`src/rtl/ldst_agu_pkg.sv`:
```
package ldst_agu_pkg;

    localparam int unsigned XLEN   = 32;
    localparam int unsigned IMM_W  = 12;
    localparam int unsigned MODE_W = 5;

    // instruction field positions
    localparam int unsigned B_PRE   = 24;
    localparam int unsigned B_UP    = 23;
    localparam int unsigned B_BYTE  = 22;
    localparam int unsigned B_WB    = 21;
    localparam int unsigned B_LOAD  = 20;
    localparam int unsigned B_SHREG = 4;
    localparam logic [2:0]  GRP_IMM = 3'b010;
    localparam logic [2:0]  GRP_REG = 3'b011;

    typedef enum logic [1:0] {
        FORM_NONE = 2'd0,
        FORM_IMM  = 2'd1,
        FORM_REG  = 2'd2
    } agu_form_t;

    typedef struct packed {
        logic pre;
        logic up;
        logic byte_acc;
        logic wb;
        logic load;
    } agu_bits_t;

    typedef struct packed {
        agu_form_t form;
        agu_bits_t bits;
        logic      undef;
    } agu_dec_t;

    function automatic logic mode_privileged(input logic [MODE_W-1:0] m);
        return m[1:0] != 2'b00;
    endfunction

endpackage

```
`src/rtl/agu_decode.sv`:
```
module agu_decode
    import ldst_agu_pkg::*;
#(
    parameter int unsigned IW = XLEN
) (
    input  logic [IW-1:0] instr,
    output agu_dec_t      dec
);
    logic [2:0] grp;

    always_comb begin
        grp           = instr[27:25];
        dec.bits.pre      = instr[B_PRE];
        dec.bits.up       = instr[B_UP];
        dec.bits.byte_acc = instr[B_BYTE];
        dec.bits.wb       = instr[B_WB];
        dec.bits.load     = instr[B_LOAD];
        unique case (grp)
            GRP_IMM: dec.form = FORM_IMM;
            GRP_REG: dec.form = FORM_REG;
            default: dec.form = FORM_NONE;
        endcase
        dec.undef = (dec.form == FORM_REG) && instr[B_SHREG];
    end
endmodule

```
`src/rtl/agu_addr_calc.sv`:
```
module agu_addr_calc
    import ldst_agu_pkg::*;
#(
    parameter int unsigned AW   = XLEN,
    parameter int unsigned OFFW = IMM_W
) (
    input  agu_form_t     form,
    input  agu_bits_t     bits,
    input  logic [AW-1:0] base,
    input  logic [OFFW-1:0] imm,
    input  logic [AW-1:0] roff,
    output logic [AW-1:0] addr,
    output logic [AW-1:0] wb_data,
    output logic          wb_req,
    output logic          force_user
);
    logic [AW-1:0] offset;
    logic [AW-1:0] moved;

    always_comb begin
        offset     = (form == FORM_IMM) ? {{(AW-OFFW){1'b0}}, imm} : roff;
        moved      = bits.up ? (base + offset) : (base - offset);
        addr       = bits.pre ? moved : base;
        wb_data    = moved;
        wb_req     = bits.pre ? bits.wb : 1'b1;
        force_user = !bits.pre && bits.wb;
    end
endmodule

```
`src/rtl/agu_load_fmt.sv`:
```
module agu_load_fmt
    import ldst_agu_pkg::*;
#(
    parameter int unsigned DW = XLEN
) (
    input  logic                         byte_acc,
    input  logic [$clog2(DW/8)-1:0]      lane,
    input  logic [DW-1:0]                rdata,
    output logic [DW-1:0]                ldata
);
    localparam int unsigned LANES = DW / 8;

    logic [7:0] lane_bytes [LANES];

    generate
        for (genvar g = 0; g < LANES; g++) begin : g_lane
            assign lane_bytes[g] = rdata[8*g +: 8];
        end
    endgenerate

    always_comb begin
        if (byte_acc) ldata = {{(DW-8){1'b0}}, lane_bytes[lane]};
        else          ldata = rdata;
    end
endmodule

```
`src/rtl/agu_trans_ctrl.sv`:
```
module agu_trans_ctrl
    import ldst_agu_pkg::*;
#(
    parameter int unsigned MW = MODE_W
) (
    input  logic [MW-1:0] mode,
    input  logic          active,
    input  logic          force_user,
    output logic          trans
);
    always_comb trans = (active && force_user) ? 1'b0 : mode_privileged(mode);
endmodule

```
`src/rtl/ldst_agu.sv`:
```
module ldst_agu
    import ldst_agu_pkg::*;
(
    input  logic              clk,
    input  logic              rst,
    input  logic              dec_valid_i,
    input  logic [XLEN-1:0]   instr_i,
    input  logic [XLEN-1:0]   base_i,
    input  logic [XLEN-1:0]   roff_i,
    input  logic [MODE_W-1:0] mode_i,
    input  logic              abort_i,
    input  logic [XLEN-1:0]   rdata_i,
    output logic              acc_valid_o,
    output logic [XLEN-1:0]   acc_addr_o,
    output logic              acc_byte_o,
    output logic              acc_write_o,
    output logic              wb_en_o,
    output logic [XLEN-1:0]   wb_data_o,
    output logic              trans_o,
    output logic              undef_o,
    output logic [XLEN-1:0]   ld_data_o
);
    localparam int unsigned LANE_W = $clog2(XLEN/8);

    agu_dec_t        dec;
    logic [XLEN-1:0] addr_c, wbd_c;
    logic            wbreq_c, force_c;
    logic            is_xfer;

    logic            valid_q, undef_q, byte_q, write_q, wbreq_q, force_q, pre_q;
    logic [XLEN-1:0] addr_q, wbd_q;

    agu_decode #(.IW(XLEN)) u_dec (
        .instr (instr_i),
        .dec   (dec)
    );

    agu_addr_calc #(.AW(XLEN), .OFFW(IMM_W)) u_calc (
        .form       (dec.form),
        .bits       (dec.bits),
        .base       (base_i),
        .imm        (instr_i[IMM_W-1:0]),
        .roff       (roff_i),
        .addr       (addr_c),
        .wb_data    (wbd_c),
        .wb_req     (wbreq_c),
        .force_user (force_c)
    );

    assign is_xfer = (dec.form != FORM_NONE) && !dec.undef;

    always_ff @(posedge clk) begin
        if (rst) begin
            valid_q <= 1'b0;
            undef_q <= 1'b0;
            byte_q  <= 1'b0;
            write_q <= 1'b0;
            wbreq_q <= 1'b0;
            force_q <= 1'b0;
            pre_q   <= 1'b0;
            addr_q  <= '0;
            wbd_q   <= '0;
        end else begin
            valid_q <= dec_valid_i && is_xfer;
            undef_q <= dec_valid_i && dec.undef;
            if (dec_valid_i) begin
                byte_q  <= dec.bits.byte_acc;
                write_q <= !dec.bits.load;
                wbreq_q <= wbreq_c && is_xfer;
                force_q <= force_c && is_xfer;
                pre_q   <= dec.bits.pre;
                addr_q  <= addr_c;
                wbd_q   <= wbd_c;
            end
        end
    end

    agu_trans_ctrl #(.MW(MODE_W)) u_trans (
        .mode       (mode_i),
        .active     (valid_q),
        .force_user (force_q),
        .trans      (trans_o)
    );

    agu_load_fmt #(.DW(XLEN)) u_fmt (
        .byte_acc (byte_q),
        .lane     (addr_q[LANE_W-1:0]),
        .rdata    (rdata_i),
        .ldata    (ld_data_o)
    );

    assign acc_valid_o = valid_q;
    assign undef_o     = undef_q;
    assign acc_addr_o  = addr_q;
    assign acc_byte_o  = byte_q;
    assign acc_write_o = write_q;
    assign wb_data_o   = wbd_q;
    assign wb_en_o     = valid_q && wbreq_q && !abort_i;

    AST_POST_ADDR_BASE: assert property (@(posedge clk) disable iff (rst)
        (dec_valid_i && is_xfer && !dec.bits.pre) |=> (acc_addr_o == $past(base_i)));
    AST_PRE_WB_ADDR: assert property (@(posedge clk) disable iff (rst)
        (wb_en_o && pre_q) |-> (wb_data_o == acc_addr_o));
    AST_POST_WB_USER: assert property (@(posedge clk) disable iff (rst)
        (dec_valid_i && is_xfer && !dec.bits.pre && dec.bits.wb) |=> !trans_o);
    AST_IDLE_TRANS_MODE: assert property (@(posedge clk) disable iff (rst)
        !acc_valid_o |-> (trans_o == (mode_i[1:0] != 2'b00)));
    AST_ABORT_NO_WB: assert property (@(posedge clk) disable iff (rst)
        abort_i |-> !wb_en_o);
    AST_UNDEF_NO_ACCESS: assert property (@(posedge clk) disable iff (rst)
        undef_o |-> (!acc_valid_o && !wb_en_o));
    AST_ONE_CYCLE_ACCESS: assert property (@(posedge clk) disable iff (rst)
        !dec_valid_i |=> !acc_valid_o);
endmodule

```
`config.mk`:
```
export PLATFORM = sky130hd
export DESIGN_NAME = ldst_agu
export DESIGN_NICKNAME = d
export VERILOG_FILES = /design/src/rtl/ldst_agu_pkg.sv /design/src/rtl/agu_decode.sv /design/src/rtl/agu_addr_calc.sv /design/src/rtl/agu_load_fmt.sv /design/src/rtl/agu_trans_ctrl.sv /design/src/rtl/ldst_agu.sv
export SDC_FILE = /design/constraint.sdc
export NUM_CORES = 1
export LEC_CHECK = 0
export BUFFER_PORTS_ARGS = -buffer_cell sky130_fd_sc_hd__clkbuf_2
export CELL_PAD_IN_SITES_DETAIL_PLACEMENT = 0
export CELL_PAD_IN_SITES_GLOBAL_PLACEMENT = 1
export CORE_MARGIN = 2
export CORE_UTILIZATION = 35
export DETAILED_ROUTE_END_ITERATION = 10
export HOLD_SLACK_MARGIN = 0.15
export PLACE_DENSITY = 0.85
export SLEW_MARGIN = 20
export SYNTH_ARGS = -nofsm -noshare
export SYNTH_HDL_FRONTEND = slang
export SYNTH_SLANG_ARGS = --single-unit
```
`constraint.sdc`:
```
create_clock -name clk -period 5.55 [get_ports clk]
set_input_delay 0.8325 -clock clk [delete_from_list [all_inputs] [get_ports clk]]
set_output_delay 0.8325 -clock clk [all_outputs]
set_load 0.005 [all_outputs]
```
==> results summary <==
The final wirelength came out at 20.4 mm. The routed layout has 6534 vias. In this run the number of H-tree levels came out at 3. The boundary pin count came out at 239.

Together, buffers and inverters on the worst path number 2. The final number of setup-violating endpoints came out at 0. The largest single stage delay on the critical path is 400 ps. The number of synthesized register bits is 70.

The final critical path time including I/O delays and setup is 4920 ps. The number of iterations in the first detailed-routing pass is 4. The overall global routing resource usage came out at 0.214. By startpoint and endpoint, the worst setup path is classified as input pin to register. The worst-case setup margin in the final layout is 634 ps. The final layout contains 1161 nets. After the flow finishes, the layout carries non-filler instances totaling 1216. The via count of the first global-routing pass came out at 6000. In the synthesized netlist the async set-or-reset flop fraction comes to 0. Yosys mapped a number of flops with a built-in enable equal to 0. STA puts the critical path data required time at 5740 ps. The most used flip-flop cell after synthesis is sky130_fd_sc_hd__dfxtp_1. The run finished with clean final reports. The sum of net half-perimeters after detailed placement came out at 16.7 mm.

The synthesized area per cell is 7.74 µm². The critical path goes through clkbuf_2 -> nor4_1 -> buf_4 -> nand4b_1 -> nand2_1 -> o21a_1 -> o21ai_0 -> nor3_1 -> nor3_1 -> a21o_1 -> a221oi_1 -> ha_1 -> a21o_1 -> o21bai_1 -> a221oi_1 -> o221ai_1 -> nand2_1 -> nor3_1 -> nor3_1 -> xor2_1 -> o22ai_1. The number of placed cells counting well taps came out at 1200. The clock latency reported for the late side of the worst-skew pair came out at 330 ps. The total power is 2050 µW. The fraction of the cycle the final worst path needs is 0.886.

The synthesized area is 0.00608 mm². The share of synthesized area in the top cell type comes to 0.231. On the critical path the largest part of the delay comes from compound AO/OA/AOI/OAI gates.

The sequential-to-total area share from yosys stat came out at 0.231. Compared with the post-synthesis result, the final layout area differs by 27.8%. The worst-margin pin slew is 1040 ps.

The number of max-cap violations is 0. After floorplanning, the core was sized to cover 0.0171 mm². The die is 136 µm wide. The clock sink count is 70. The number of failing hold endpoints at the final stage is 0. The number of buffers between clock root and the deepest sink is 2. The cell depth of the worst flop-to-flop path is 2. After detailed routing, the average wire length per cell comes to 16.7 µm. Yosys mapped the design onto 59 distinct sky130hd cell types. Measured against its own limit, the worst slew margin works out to 0.306. The largest driver fanout on the critical path came out at 5. STA classifies the critical path startpoint as an input pin. The global placement routability congestion came out at 0.924. The worst clock skew is 0 ps. The total clock buffers created by CTS is 9. The largest vdd supply drop came out at 140 µV. The total global routing overflow came out at 0.

The number of warnings printed during yosys synthesis is 0. The first-pass GRT wire length is 31.2 mm. For this design, the CTS-stage hold fixing added 0 buffers. The initial antenna violation count came out at 0. The number of nets handed over by synthesis was 960.

Summed over all instances, the cell type with the most area after synthesis is sky130_fd_sc_hd__dfxtp_1. The starting density of the core came out at 0.355. The number of gates resized after CTS is 0.

The number of max-slew violations in the final report is 0. The diode insertion count for antenna repair is 0. Clock-pin slew was measured on the worst setup and hold paths at 60 ps. The remaining design rule violation count came out at 0. The arrival time at the worst endpoint is 5110 ps. Among all stages on the critical path, the largest delay is contributed by sky130_fd_sc_hd__a221oi_1. The largest net degree at the start of global routing is 78.

The setup TNS is 0 ps. The DRC violation total after the first TritonRoute iteration is 390. Setup repair after global routing left no endpoint under its margin. The post-CTS setup buffer count is 0. The number of instances in the synthesized netlist is 785. The power density relative to cell area came out at 264 mW/mm².

The leakage dissipation is 0.00358 µW. The number of buffers added on ports is 223. TritonCTS built the clock tree. The vias per cell came out at 5.37. The height of the die is 136 µm. The number of cells on the worst hold path is 2. The most critical setup path has its startpoint at roff_i[0]. The worst flop-to-flop path startpoint is acc_addr_o[1]$_SDFFE_PP0P_. The logic depth of the worst path, buffers included came out at 21. STA classifies the critical path endpoint as a register. CTS placed an instance of sky130_fd_sc_hd__clkbuf_16 at the clock tree root. The fraction of layout cells with a size suffix above 1 came out at 0.277. The number of cell rows came out at 48. The floorplan step defined a die boundary enclosing 0.0184 mm². The worst hold path begins at wbreq_q$_SDFFE_PP0P_. The count of nets left with antenna violations once routing finished came out at 0. In this design, the critical path's most frequently occurring cell is sky130_fd_sc_hd__nor3_1. The min-delay analysis places its worst path in the category register to register. Timing would allow up to 203 MHz.

By area the synthesized netlist is led by sky130_fd_sc_hd__dfxtp_1, sky130_fd_sc_hd__mux2i_1, sky130_fd_sc_hd__ha_1. The post-placement setup slack came out at 262 ps.
## synth_stat cells, types with 3 or more instances
master	instances
sky130_fd_sc_hd__o311a_1	3
sky130_fd_sc_hd__and3_1	3
sky130_fd_sc_hd__mux2i_1	56
sky130_fd_sc_hd__dfxtp_1	70
sky130_fd_sc_hd__a21oi_1	52
sky130_fd_sc_hd__ha_1	37
sky130_fd_sc_hd__o22ai_1	5
sky130_fd_sc_hd__a311oi_1	10
sky130_fd_sc_hd__nor3_1	40
sky130_fd_sc_hd__mux2_2	9
sky130_fd_sc_hd__clkbuf_1	35
sky130_fd_sc_hd__or3_1	4
sky130_fd_sc_hd__o21ai_0	29
sky130_fd_sc_hd__nor4_1	10
sky130_fd_sc_hd__a21o_1	19
sky130_fd_sc_hd__xor2_1	11
sky130_fd_sc_hd__o221ai_1	3
sky130_fd_sc_hd__nand2_1	36
sky130_fd_sc_hd__inv_1	16
sky130_fd_sc_hd__nor2b_1	29
sky130_fd_sc_hd__a22o_1	16
sky130_fd_sc_hd__xnor2_1	32
sky130_fd_sc_hd__buf_2	4
sky130_fd_sc_hd__o21a_1	9
sky130_fd_sc_hd__a31oi_1	13
sky130_fd_sc_hd__nor3b_1	10
sky130_fd_sc_hd__a221oi_1	4
sky130_fd_sc_hd__buf_1	9
sky130_fd_sc_hd__nand3_1	12
sky130_fd_sc_hd__a211oi_1	31
sky130_fd_sc_hd__nor2_1	113
sky130_fd_sc_hd__nand2b_1	8
sky130_fd_sc_hd__o21bai_1	4
sky130_fd_sc_hd__nand4_1	10
## path summary, 6_finish.rpt
check                           slack [ps]                         end
worst min-delay path                   430        wbreq_q$_SDFFE_PP0P_
worst max register to register        4520  acc_addr_o[1]$_SDFFE_PP0P_
worst max-delay path                   630  wb_data_o[30]$_SDFFE_PP0P_
worst min register to register         430        wbreq_q$_SDFFE_PP0P_
## state kept, by name, indices dropped and copies added, names as in the netlist
register	cells
wb_data_o	32
acc_write_o	1
acc_addr_o	32
acc_valid_o	1
force_q	1
wbreq_q	1
acc_byte_o	1
undef_o	1
## cells in the final DEF (no fill, tap or decap), drive strengths merged, types with 4 or more instances in the layout
master    n
nor3     40
a21o     19
dfxtp    70
mux2i    57
a22o     16
inv      18
o22ai     5
a21oi    52
a221oi    4
nor2b    29
nand4    10
a31oi    13
nor4     10
nand2    36
o21ai    33
xnor2    32
or3       4
nand2b    8
ha       37
clkbuf  232
a211oi   32
a311oi   11
o21bai    4
nor3b    10
buf      16
xor2     11
mux2      9
nor2    113
o21a      9
nand3    12
## layer usage
layer	GRT usage	part of all wire	routed length, µm	vias to the layer above
met2	0.364	0.46	9420	221
met3	0.0333	0.061	1240	18
met4	0.0556	0.016	322	0
met5	0	0	0	-
li1	-	-	-	3311
met1	0.283	0.46	9380	2984
## where the power goes
part | switching (µW) | internal [µW] | total (µW)
Combinational | 434 | 338 | 772
Sequential | 36.0 | 564 | 600
Clock | 226 | 455 | 681
Total | 696 | 1360 | 2050
## logic make-up after synthesis
group                      share of synthesized area
AOI/OAI and AO/OA                              0.254
xor gates and xnor gates                      0.0620
adders and majority gates                     0.0795
buffers and inverters                         0.0403
DFF                                            0.231
muxes                                          0.111
and+or+nand+nor                                0.223
## final cells by class
type                       instances  area [µm²]
clock buffer                      10         239
tap                              225         282
clock inverter                     6         116
timing repair buffer             238        1230
multi-input combinational        651        4440
fill                            1765        9350
inverter                          16        60.1
sequential                        70        1400
## through the flow
| step | util | cell area, µm² | hold WS [ps] |
|---|---|---|---|
| 2_1_floorplan | - | 6080 | 415 |
| 3_3_place_gp | 0.433 | 7410 | 429 |
| 3_5_place_dp | 0.433 | 7410 | 429 |
| 4_1_cts | 0.454 | 7770 | 438 |
| 5_1_grt | 0.454 | 7770 | 463 |
| 6_report | 0.454 | 7770 | 434 |
## worst reg2reg max path, stage by stage, from the launching register on
cell,delay [ps]
sky130_fd_sc_hd__dfxtp_1,640
sky130_fd_sc_hd__nor2_1,90
sky130_fd_sc_hd__a211oi_1,220
No activity file was read; power rests on OpenSTA's default activity.
